**src/rtl/pcit_pkg.sv**
```systemverilog
package pcit_pkg;

  typedef enum logic [2:0] {
    CL_NONE,
    CL_MEMRD,
    CL_MEMWR,
    CL_IORD,
    CL_IOWR
  } cmd_class_e;

  typedef enum logic [1:0] {
    ST_IDLE,
    ST_DATA,
    ST_TURN,
    ST_SKIP
  } tgt_state_e;

  // Served commands map to a class; reserved and unserved codes yield CL_NONE.
  function automatic cmd_class_e classify(input logic [3:0] code);
    cmd_class_e c;
    case (code)
      4'b0110, 4'b1100, 4'b1110: c = CL_MEMRD;
      4'b0111, 4'b1111:          c = CL_MEMWR;
      4'b0010:                   c = CL_IORD;
      4'b0011:                   c = CL_IOWR;
      default:                   c = CL_NONE;
    endcase
    return c;
  endfunction

endpackage

```
**src/rtl/pcit_decode.sv**
```systemverilog
module pcit_decode
  import pcit_pkg::*;
#(
  parameter logic [31:0] MEM_BASE     = 32'h0001_0000,
  parameter logic [31:0] IO_BASE      = 32'h0000_0C00,
  parameter int          MEM_WIN_BITS = 12,
  parameter int          IO_WIN_BITS  = 8
) (
  input  logic [31:IO_WIN_BITS] addr_hi,
  input  logic [3:0]            cmd,
  output logic                  claim,
  output logic                  is_write
);

  cmd_class_e cls;
  logic       mem_hit;
  logic       io_hit;

  always_comb begin
    cls      = classify(cmd);
    mem_hit  = (addr_hi[31:MEM_WIN_BITS] == MEM_BASE[31:MEM_WIN_BITS]);
    io_hit   = (addr_hi == IO_BASE[31:IO_WIN_BITS]);
    claim    = (((cls == CL_MEMRD) || (cls == CL_MEMWR)) && mem_hit) ||
               (((cls == CL_IORD)  || (cls == CL_IOWR))  && io_hit);
    is_write = (cls == CL_MEMWR) || (cls == CL_IOWR);
  end

endmodule

```
**src/rtl/pcit_fsm.sv**
```systemverilog
module pcit_fsm
  import pcit_pkg::*;
#(
  parameter int LP_AW = 10
) (
  input  logic             clk,
  input  logic             rst_n,
  input  logic             frame_n_i,
  input  logic             irdy_n_i,
  input  logic [LP_AW-1:0] start_idx,
  input  logic             claim,
  input  logic             is_write,
  output tgt_state_e       st,
  output logic [LP_AW-1:0] idx_q,
  output logic             wr_q,
  output logic             addr_phase,
  output logic             beat_done
);

  tgt_state_e       st_nx;
  logic [LP_AW-1:0] idx_nx;
  logic             wr_nx;
  logic             frame_q;
  logic             idx_en;

  always_comb begin
    addr_phase = (st == ST_IDLE) && !frame_n_i && frame_q;
    beat_done  = (st == ST_DATA) && !irdy_n_i;
    st_nx      = st;
    case (st)
      ST_IDLE: if (addr_phase) st_nx = claim ? ST_DATA : ST_SKIP;
      ST_DATA: if (beat_done && frame_n_i) st_nx = ST_TURN;
      ST_TURN: st_nx = ST_IDLE;
      ST_SKIP: if (frame_n_i && irdy_n_i) st_nx = ST_IDLE;
      default: st_nx = ST_IDLE;
    endcase
    idx_en = addr_phase || beat_done;
    idx_nx = addr_phase ? start_idx : idx_q + LP_AW'(1);
    wr_nx  = addr_phase ? is_write : wr_q;
  end

  always_ff @(posedge clk or negedge rst_n) begin
    if (!rst_n) begin
      st      <= ST_IDLE;
      frame_q <= 1'b1;
      wr_q    <= 1'b0;
    end else begin
      st      <= st_nx;
      frame_q <= frame_n_i;
      wr_q    <= wr_nx;
    end
  end

  always_ff @(posedge clk or negedge rst_n) begin
    if (!rst_n)      idx_q <= '0;
    else if (idx_en) idx_q <= idx_nx;
  end

  AST_IDX_STEP: assert property (@(posedge clk) disable iff (!rst_n)
    (beat_done && !frame_n_i) |=> (idx_q == $past(idx_q) + LP_AW'(1)));
  AST_WAIT_HOLD: assert property (@(posedge clk) disable iff (!rst_n)
    ((st == ST_DATA) && irdy_n_i) |=> $stable(idx_q));

endmodule

```
**src/rtl/pcit_target.sv**
```systemverilog
module pcit_target
  import pcit_pkg::*;
#(
  parameter logic [31:0] MEM_BASE     = 32'h0001_0000,
  parameter logic [31:0] IO_BASE      = 32'h0000_0C00,
  parameter int          MEM_WIN_BITS = 12,
  parameter int          IO_WIN_BITS  = 8,
  localparam int         LP_AW        = MEM_WIN_BITS - 2
) (
  input  logic             clk,
  input  logic             rst_n,
  input  logic [31:0]      ad_i,
  output logic [31:0]      ad_o,
  output logic             ad_oe,
  input  logic [3:0]       cbe_n_i,
  input  logic             frame_n_i,
  input  logic             irdy_n_i,
  output logic             devsel_n_o,
  output logic             trdy_n_o,
  output logic             ctl_oe,
  output logic [LP_AW-1:0] lp_addr,
  output logic             lp_wr,
  output logic [3:0]       lp_wbe,
  output logic [31:0]      lp_wdata,
  input  logic [31:0]      lp_rdata
);

  tgt_state_e       st;
  logic [LP_AW-1:0] idx_q;
  logic             wr_q;
  logic             addr_phase;
  logic             beat_done;
  logic             claim;
  logic             is_write;
  logic             active;

  pcit_decode #(
    .MEM_BASE    (MEM_BASE),
    .IO_BASE     (IO_BASE),
    .MEM_WIN_BITS(MEM_WIN_BITS),
    .IO_WIN_BITS (IO_WIN_BITS)
  ) u_decode (
    .addr_hi (ad_i[31:IO_WIN_BITS]),
    .cmd     (cbe_n_i),
    .claim   (claim),
    .is_write(is_write)
  );

  pcit_fsm #(.LP_AW(LP_AW)) u_fsm (
    .clk       (clk),
    .rst_n     (rst_n),
    .frame_n_i (frame_n_i),
    .irdy_n_i  (irdy_n_i),
    .start_idx (ad_i[LP_AW+1:2]),
    .claim     (claim),
    .is_write  (is_write),
    .st        (st),
    .idx_q     (idx_q),
    .wr_q      (wr_q),
    .addr_phase(addr_phase),
    .beat_done (beat_done)
  );

  always_comb begin
    active     = (st == ST_DATA);
    ctl_oe     = active || (st == ST_TURN);
    devsel_n_o = !active;
    trdy_n_o   = !active;
    lp_addr    = idx_q;
    lp_wr      = beat_done && wr_q;
    lp_wbe     = ~cbe_n_i;
    lp_wdata   = ad_i;
    ad_oe      = active && !wr_q;
    ad_o       = lp_rdata;
  end

  logic rsvd_code;
  assign rsvd_code = (cbe_n_i == 4'b0100) || (cbe_n_i == 4'b0101) ||
                     (cbe_n_i == 4'b1000) || (cbe_n_i == 4'b1001) ||
                     (cbe_n_i == 4'b1101);

  AST_RSVD_NO_CLAIM: assert property (@(posedge clk) disable iff (!rst_n)
    (addr_phase && rsvd_code) |=> (devsel_n_o && !ctl_oe));
  AST_CLAIM_AFTER_ADDR: assert property (@(posedge clk) disable iff (!rst_n)
    $fell(devsel_n_o) |-> $past(addr_phase));
  AST_FINAL_TURN: assert property (@(posedge clk) disable iff (!rst_n)
    (!devsel_n_o && !irdy_n_i && frame_n_i) |=> (ctl_oe && devsel_n_o && trdy_n_o));
  AST_RELEASE: assert property (@(posedge clk) disable iff (!rst_n)
    (ctl_oe && devsel_n_o) |=> !ctl_oe);
  AST_WR_IN_PHASE: assert property (@(posedge clk) disable iff (!rst_n)
    lp_wr |-> (!trdy_n_o && !irdy_n_i && ctl_oe));

endmodule

```
**config.mk**
```make
export PLATFORM = sky130hd
export DESIGN_NAME = pcit_target
export DESIGN_NICKNAME = d
export VERILOG_FILES = /design/src/rtl/pcit_pkg.sv /design/src/rtl/pcit_decode.sv /design/src/rtl/pcit_fsm.sv /design/src/rtl/pcit_target.sv
export SDC_FILE = /design/constraint.sdc
export NUM_CORES = 1
export LEC_CHECK = 0
export BUFFER_PORTS_ARGS = -buffer_cell sky130_fd_sc_hd__buf_2
export CORE_MARGIN = 1.5
export CORE_UTILIZATION = 34
export CTS_CLUSTER_SIZE = 12
export DETAILED_ROUTE_END_ITERATION = 12
export PLACE_DENSITY = 0.8
export SYNTH_ARGS = -nofsm -noshare
export SYNTH_HDL_FRONTEND = slang
export SYNTH_HIERARCHICAL = 1
export SYNTH_SLANG_ARGS = --single-unit
```
**constraint.sdc**
```tcl
create_clock -name clk -period 1.9 [get_ports clk]
set_input_delay 0.57 -clock clk [delete_from_list [all_inputs] [get_ports clk]]
set_output_delay 0.57 -clock clk [all_outputs]
set_load 0.005 [all_outputs]
```
==> results of run 1 <==
synthesized netlist by cell type, drive strengths merged, types with 2 or more instances:
| library cell | count | area [um^2] |
|---|---|---|
| nor2 | 3 | 18.8 |
| and3 | 3 | 18.8 |
| nand3 | 2 | 10.0 |
| xor2 | 6 | 52.6 |
| inv | 11 | 41.3 |
| nor4 | 5 | 46.3 |
| a21oi | 3 | 15.0 |
| xnor2 | 4 | 35.0 |
| or3b | 2 | 20.0 |
| o21ai | 11 | 58.8 |
| nand2 | 14 | 52.6 |
| nand4 | 6 | 37.5 |
| buf | 67 | 507 |
| mux2 | 2 | 22.5 |
| ha | 2 | 25.0 |
| dfrtp | 13 | 325 |
state kept, by name, indices dropped and copies added, names as in the netlist:
name	count
u_fsm/st	2
u_fsm/wr_q	1
u_fsm/frame_q	1
u_fsm/idx_q	10
cell type report:
class	count	share of cell area, %
Clock buffer	4	3.60
Inverter	11	2.70
Timing Repair Buffer	97	34.3
Tap cell	50	4.09
Sequential cell	14	23.1
Multi-Input combinational cell	73	32.2
where the power goes:
part           total [mW]  internal [mW]  switching [mW]
Sequential          0.582          0.431           0.151
Combinational       0.734          0.404           0.329
Clock               0.298          0.184           0.114
stage by stage:
step / total power [mW] / util (%) / setup TNS, ns / hold slack [ns]
2_1_floorplan: 1.03 / - / 0 / 0.274
3_3_place_gp: 1.24 / 35.8 / -0.0340 / 0.483
3_5_place_dp: 1.27 / 35.8 / -0.0234 / 0.498
4_1_cts: 1.64 / 38.7 / 0 / 0.222
5_1_grt: 1.76 / 38.5 / -0.0706 / 0.235
6_report: 1.61 / 38.5 / 0 / 0.216
worst max-delay path: stages:
cell	delay, ns
buf_6	0.09
or3b_4	0.39
inv_2	0.06
and2_4	0.13
buf_6	0.08
what timing repair did:
action	4_1_cts	5_1_grt
pin swaps	1	0
gates resized for setup	4	1
endpoints found under the setup margin	1	6
buffers inserted	6	0
metal layers:
layer  vias to the layer above  wire length [um]  share of wire, %
li1                        552                 -                 -
met1                       520              1210                42
met2                        54              1380                48
met3                         9               273               9.4
met4                         0                25              0.86
met5                         -                 0                 0
cells by family (layout without fill, tap and decap cells):
logic type | count (synthesis) | after routing | synth area share, %
AOI/OAI and AO/OA | 16 | 16 | 6.48
xor gates and xnor gates | 10 | 10 | 6.29
adders and majority gates | 2 | 2 | 1.80
buffers and inverters | 78 | 112 | 39.4
DFF | 14 | 14 | 25.3
muxes | 3 | 3 | 2.34
and+or+nand+nor | 42 | 42 | 18.4
path summary, 6_finish.rpt:
| kind | from | endpoint | slack (ns) |
|---|---|---|---|
| max in group asynchronous | rst_n | u_fsm/frame_q | 1.39 |
| setup / recovery | irdy_n_i | lp_wr | 0.003 |
| min in group clk | frame_n_i | u_fsm/frame_q | 0.47 |
| setup reg to reg | u_fsm/st[1] | u_fsm/idx_q[6] | 0.15 |
| hold / removal | rst_n | u_fsm/idx_q[5] | 0.22 |
| hold reg to reg | u_fsm/wr_q | u_fsm/wr_q | 0.56 |
==> flow_summary_export.csv, run 1 <==
group,metric,value,unit
outcome,status,"finished clean",
sta,setup_viol,0,
worst_setup_path,reg2regPathDepth,9,
sta,rsz0062_at_grt,"yes",
sta,slew_headroom,77.2,%
route,via_per_inst,4.56,
global_route,grt_pass1_wl,4320,um
sta,fmax,527,MHz
global_route,use_met3,4.90,%
synthesis,synth_flop_cell,"dfrtp_1",
place,gp_congestion,0.761,
route,totalWireLength,2890,um
place,placed_area,1420,um^2
route,vias,1135,
sta,hold_violations,0,
synthesis,yosysWarnings,6,
synthesis,yosysSeqAreaShare,25.3,%
route,wire_per_inst,11.6,um
place,dp_hpwl,2290,um
global_route,met1_usage,14.2,%
power_and_ir_drop,power.leakage,0.807,nW
sta,period_share,99.8,%
floorplanning,core_area,3970,um^2
clocking,h-tree-depth,1,
worst_setup_path,worstPathArrival,1.33,ns
worst_hold_path,hold_path_class,"in2async",
finish,fin_area,1530,um^2
floorplanning,initial_core_util,35.0,%
synthesis,synthCells,165,
place,io_buffers,86,
sta,setup_ws,0.00291,ns
finish,multi_input_area,493,um^2
floorplanning,boundaryPins,155,
place,post-place-cells,240,
finish,diodes,0,
sta,min_period,1.90,ns
sta,fin_skew,0.00271,ns
clocking,clk-insertion-delay-late,0.25,ns
worst_setup_path,cp.required,1.33,ns
global_route,grt_pass1_vias,984,
finish,final_cell_mix,"84 x buf_2, 14 x nand2_1, 12 x dfrtp_1",
global_route,grt-busiest-layer,"met2",
sta,worst_pin_slew,0.341,ns
synthesis,synth_area_per_cell,8.43,um^2
synthesis,synth_edf_count,0,
global_route,grt-ovfl-total,0,
global_route,grt_max_degree,19,
synthesis,synth_cell_types,33,
clocking,clkTransAtPathRegs,0.06,ns
synthesis,async_flop_share,100,%
finish,fin_cells,249,
route,firstDrtPassIters,4,
finish,seq_area,353,um^2
run,cap_violations,0,
clocking,clockBufferDepth,2,
global_route,gr-usage-met2,21.8,%
synthesis,synth_area,1390,um^2
finish,drive_gt1_share,56.8,%
finish,final_common_cell,"buf_2",
worst_setup_path,criticalPathCategory,"in2out",
clocking,cts_tree,"yes",
floorplanning,dieArea,4480,um^2
finish,fin_nets,274,
power_and_ir_drop,ir_drop,527,uV
power_and_ir_drop,power_density,1050,nW/um^2
place,post-place-ws,-0.0234,ns
clocking,clock-root-buffer,"clkbuf_8",
global_route,antenna_found_initial,0,
clocking,cts_buffers,3,
route,ant_nets,0,
floorplanning,num_rows,23,
floorplanning,die_w,67.0,um
clocking,cts_hold_buf,0,
global_route,grt_usage,12.8,%
worst_setup_path,path_max_fanout,2,
clocking,cts.sinks,14,
finish,nFillCells,417,
sta,report.final.slew_viol_count,0,
floorplanning,die_y,67.0,um
finish,synthToLayoutAreaGrowth,9.98,%
worst_setup_path,start_kind,"primary input",
route,drtIter0Drc,38,
worst_setup_path,endpoint_kind,"output port",
synthesis,synth-seq-cells,14,
route,drc,0,
synthesis,syn-num-nets,239,
Power figures use the tool's default switching activity.
==> inputs of run 2 (changes only) <==
--- a/config.mk
+++ b/config.mk
@@ -10,7 +10,8 @@
 export CORE_UTILIZATION = 34
 export CTS_CLUSTER_SIZE = 12
 export DETAILED_ROUTE_END_ITERATION = 12
-export PLACE_DENSITY = 0.8
+export MAX_ROUTING_LAYER = met4
+export PLACE_DENSITY = 0.88
 export SYNTH_ARGS = -nofsm -noshare
 export SYNTH_HDL_FRONTEND = slang
 export SYNTH_HIERARCHICAL = 1
==> run 2 against run 1 <==
Net effect: clock-buffer cell count stayed put; largest power group unchanged; setup slack worse by 0.0047 ns; critical path type unchanged; the run now ends with setup timing left; sequential share of layout area is 0.19 points higher; core utilization is 0.31 points lower; die area stayed put.
==> flow_summary_export.csv, run 2 (synthesis gave the netlist of run 1 again) <==
group,metric,value,unit
outcome,status,"complete, but fails checks",
outcome,failed_checks,"setup timing",
clocking,clockBufferDepth,2,
sta,worst_pin_slew,0.336,ns
floorplanning,initial_core_util,35.0,%
finish,diodes,0,
sta,min_period,1.90,ns
place,post-place-ws,-0.00929,ns
power_and_ir_drop,clock_power_share,16.0,%
worst_setup_path,endpoint_kind,"output port",
route,wire_per_inst,12.1,um
worst_setup_path,criticalPathCategory,"in2out",
floorplanning,boundaryPins,155,
worst_setup_path,reg2reg_slack,0.27,ns
sta,setup_ws,-0.00175,ns
clocking,cts_setup_buffers,0,
finish,final_common_cell,"buf_2",
route,drc,0,
power_and_ir_drop,seqPwrFrac,38.1,%
finish,largest_reg_flops,10,
power_and_ir_drop,switching_share,37.5,%
sta,setup_viol,1,
clocking,cts.sinks,14,
clocking,clock-root-buffer,"clkbuf_8",
finish,final_cell_mix,"84 x buf_2, 14 x nand2_1, 12 x dfrtp_1",
route,vias,1082,
clocking,clkTransAtPathRegs,0.06,ns
finish,drive_gt1_share,55.8,%
finish,synthToLayoutAreaGrowth,9.08,%
clocking,h-tree-depth,1,
finish,fin_nets,272,
route,via_per_inst,4.38,
worst_hold_path,hold_path_class,"in2async",
finish,top_register,"u_fsm/idx_q",
sta,hold_violations,0,
global_route,antenna_found_initial,0,
place,io_buffers,86,
global_route,grt_pass1_vias,985,
place,dp_hpwl,2510,um
floorplanning,die_w,67.0,um
sta,hold_slack,0.211,ns
floorplanning,dieArea,4480,um^2
sta,fin_skew,0.00945,ns
power_and_ir_drop,ir_drop,244,uV
place,gp_congestion,0.845,
route,totalWireLength,3000,um
power_and_ir_drop,internal_power,963,uW
power_and_ir_drop,p_switching,578,uW
sta,rsz0062_at_grt,"yes",
finish,fin_area,1520,um^2
route,ant_nets,0,
sta,period_share,100,%
floorplanning,num_rows,23,
finish,fin_util,38.2,%
power_and_ir_drop,power.leakage,0.793,nW
global_route,grt_pass1_wl,4460,um
clocking,clk-insertion-delay-late,0.24,ns
route,firstDrtPassIters,4,
finish,nFillCells,418,
worst_setup_path,path_max_fanout,2,
finish,seq_area,353,um^2
place,placed_area,1460,um^2
power_and_ir_drop,power_density,1020,nW/um^2
global_route,grt_max_degree,19,
clocking,cts_tree,"yes",
run,cap_violations,0,
global_route,grt-ovfl-total,0,
global_route,grt_usage,13.5,%
finish,multi_input_area,493,um^2
floorplanning,die_y,67.0,um
clocking,cts_buffers,3,
worst_setup_path,cp.required,1.33,ns
sta,fmax,526,MHz
power_and_ir_drop,p_comb_share,45.9,%
floorplanning,core_area,3970,um^2
sta,slew_headroom,77.3,%
sta,report.final.slew_viol_count,0,
worst_setup_path,worstPathArrival,1.33,ns
route,drtIter0Drc,17,
worst_setup_path,start_kind,"primary input",
finish,reg_top3,"u_fsm/idx_q x10, u_fsm/st x2",
## run 2: layer usage
metal	global-route usage, %	wire [um]	vias up
met5	-	0	-
met2	19.6	1420	36
met1	17.7	1370	491
met4	5.36	33	0
met3	3.72	178	8
li1	-	-	547
## run 2: final timing paths
kind | from | endpoint | cells after the start
worst max-delay path | irdy_n_i | lp_wr | 5
worst max register to register | u_fsm/st[0] | u_fsm/idx_q[9] | 6
worst min register to register | u_fsm/wr_q | u_fsm/wr_q | 1
worst min-delay path | rst_n | u_fsm/idx_q[1] | 1
max in group asynchronous | rst_n | u_fsm/frame_q | 1
min in group clk | frame_n_i | u_fsm/frame_q | 1
## run 2: worst max-delay path: stages
cell	delay [ns]
buf_6	0.09
or3b_4	0.39
inv_2	0.06
and2_4	0.13
buf_6	0.09
## run 2: area by class of cell
| type | instances | area share, % |
|---|---|---|
| tap | 50 | 4.12 |
| clock buffer | 4 | 2.97 |
| inverter | 11 | 2.72 |
| multi-input combinational | 73 | 32.5 |
| timing repair buffer | 95 | 34.5 |
| sequential | 14 | 23.2 |
## run 2: per-stage QoR
step / setup TNS [ns] / cells / total power [mW]
floorplan: 0 / 165 / 1.03
global placement: -0.000387 / 243 / 1.26
detailed placement: -0.0107 / 243 / 1.29
CTS: -0.00410 / 247 / 1.56
global route: -0.0328 / 247 / 1.70
finish: -0.00175 / 247 / 1.54
## run 2: repair_timing
item / in CTS / in global routing
hold endpoints to repair: 0 / 0
gates resized for setup: 4 / 0
hold buffers: 0 / 0
setup endpoints to repair: 1 / 1
pin swaps: 1 / 0
## run 2: power groups by stage
stage          registers [mW]  clock network, mW  logic [mW]
2_1_floorplan           0.574                  0       0.459
3_3_place_gp            0.577                  0       0.688
3_5_place_dp            0.590                  0       0.703
4_1_cts                 0.590              0.257       0.716
5_1_grt                 0.614              0.274       0.808
6_report                0.586              0.247       0.708
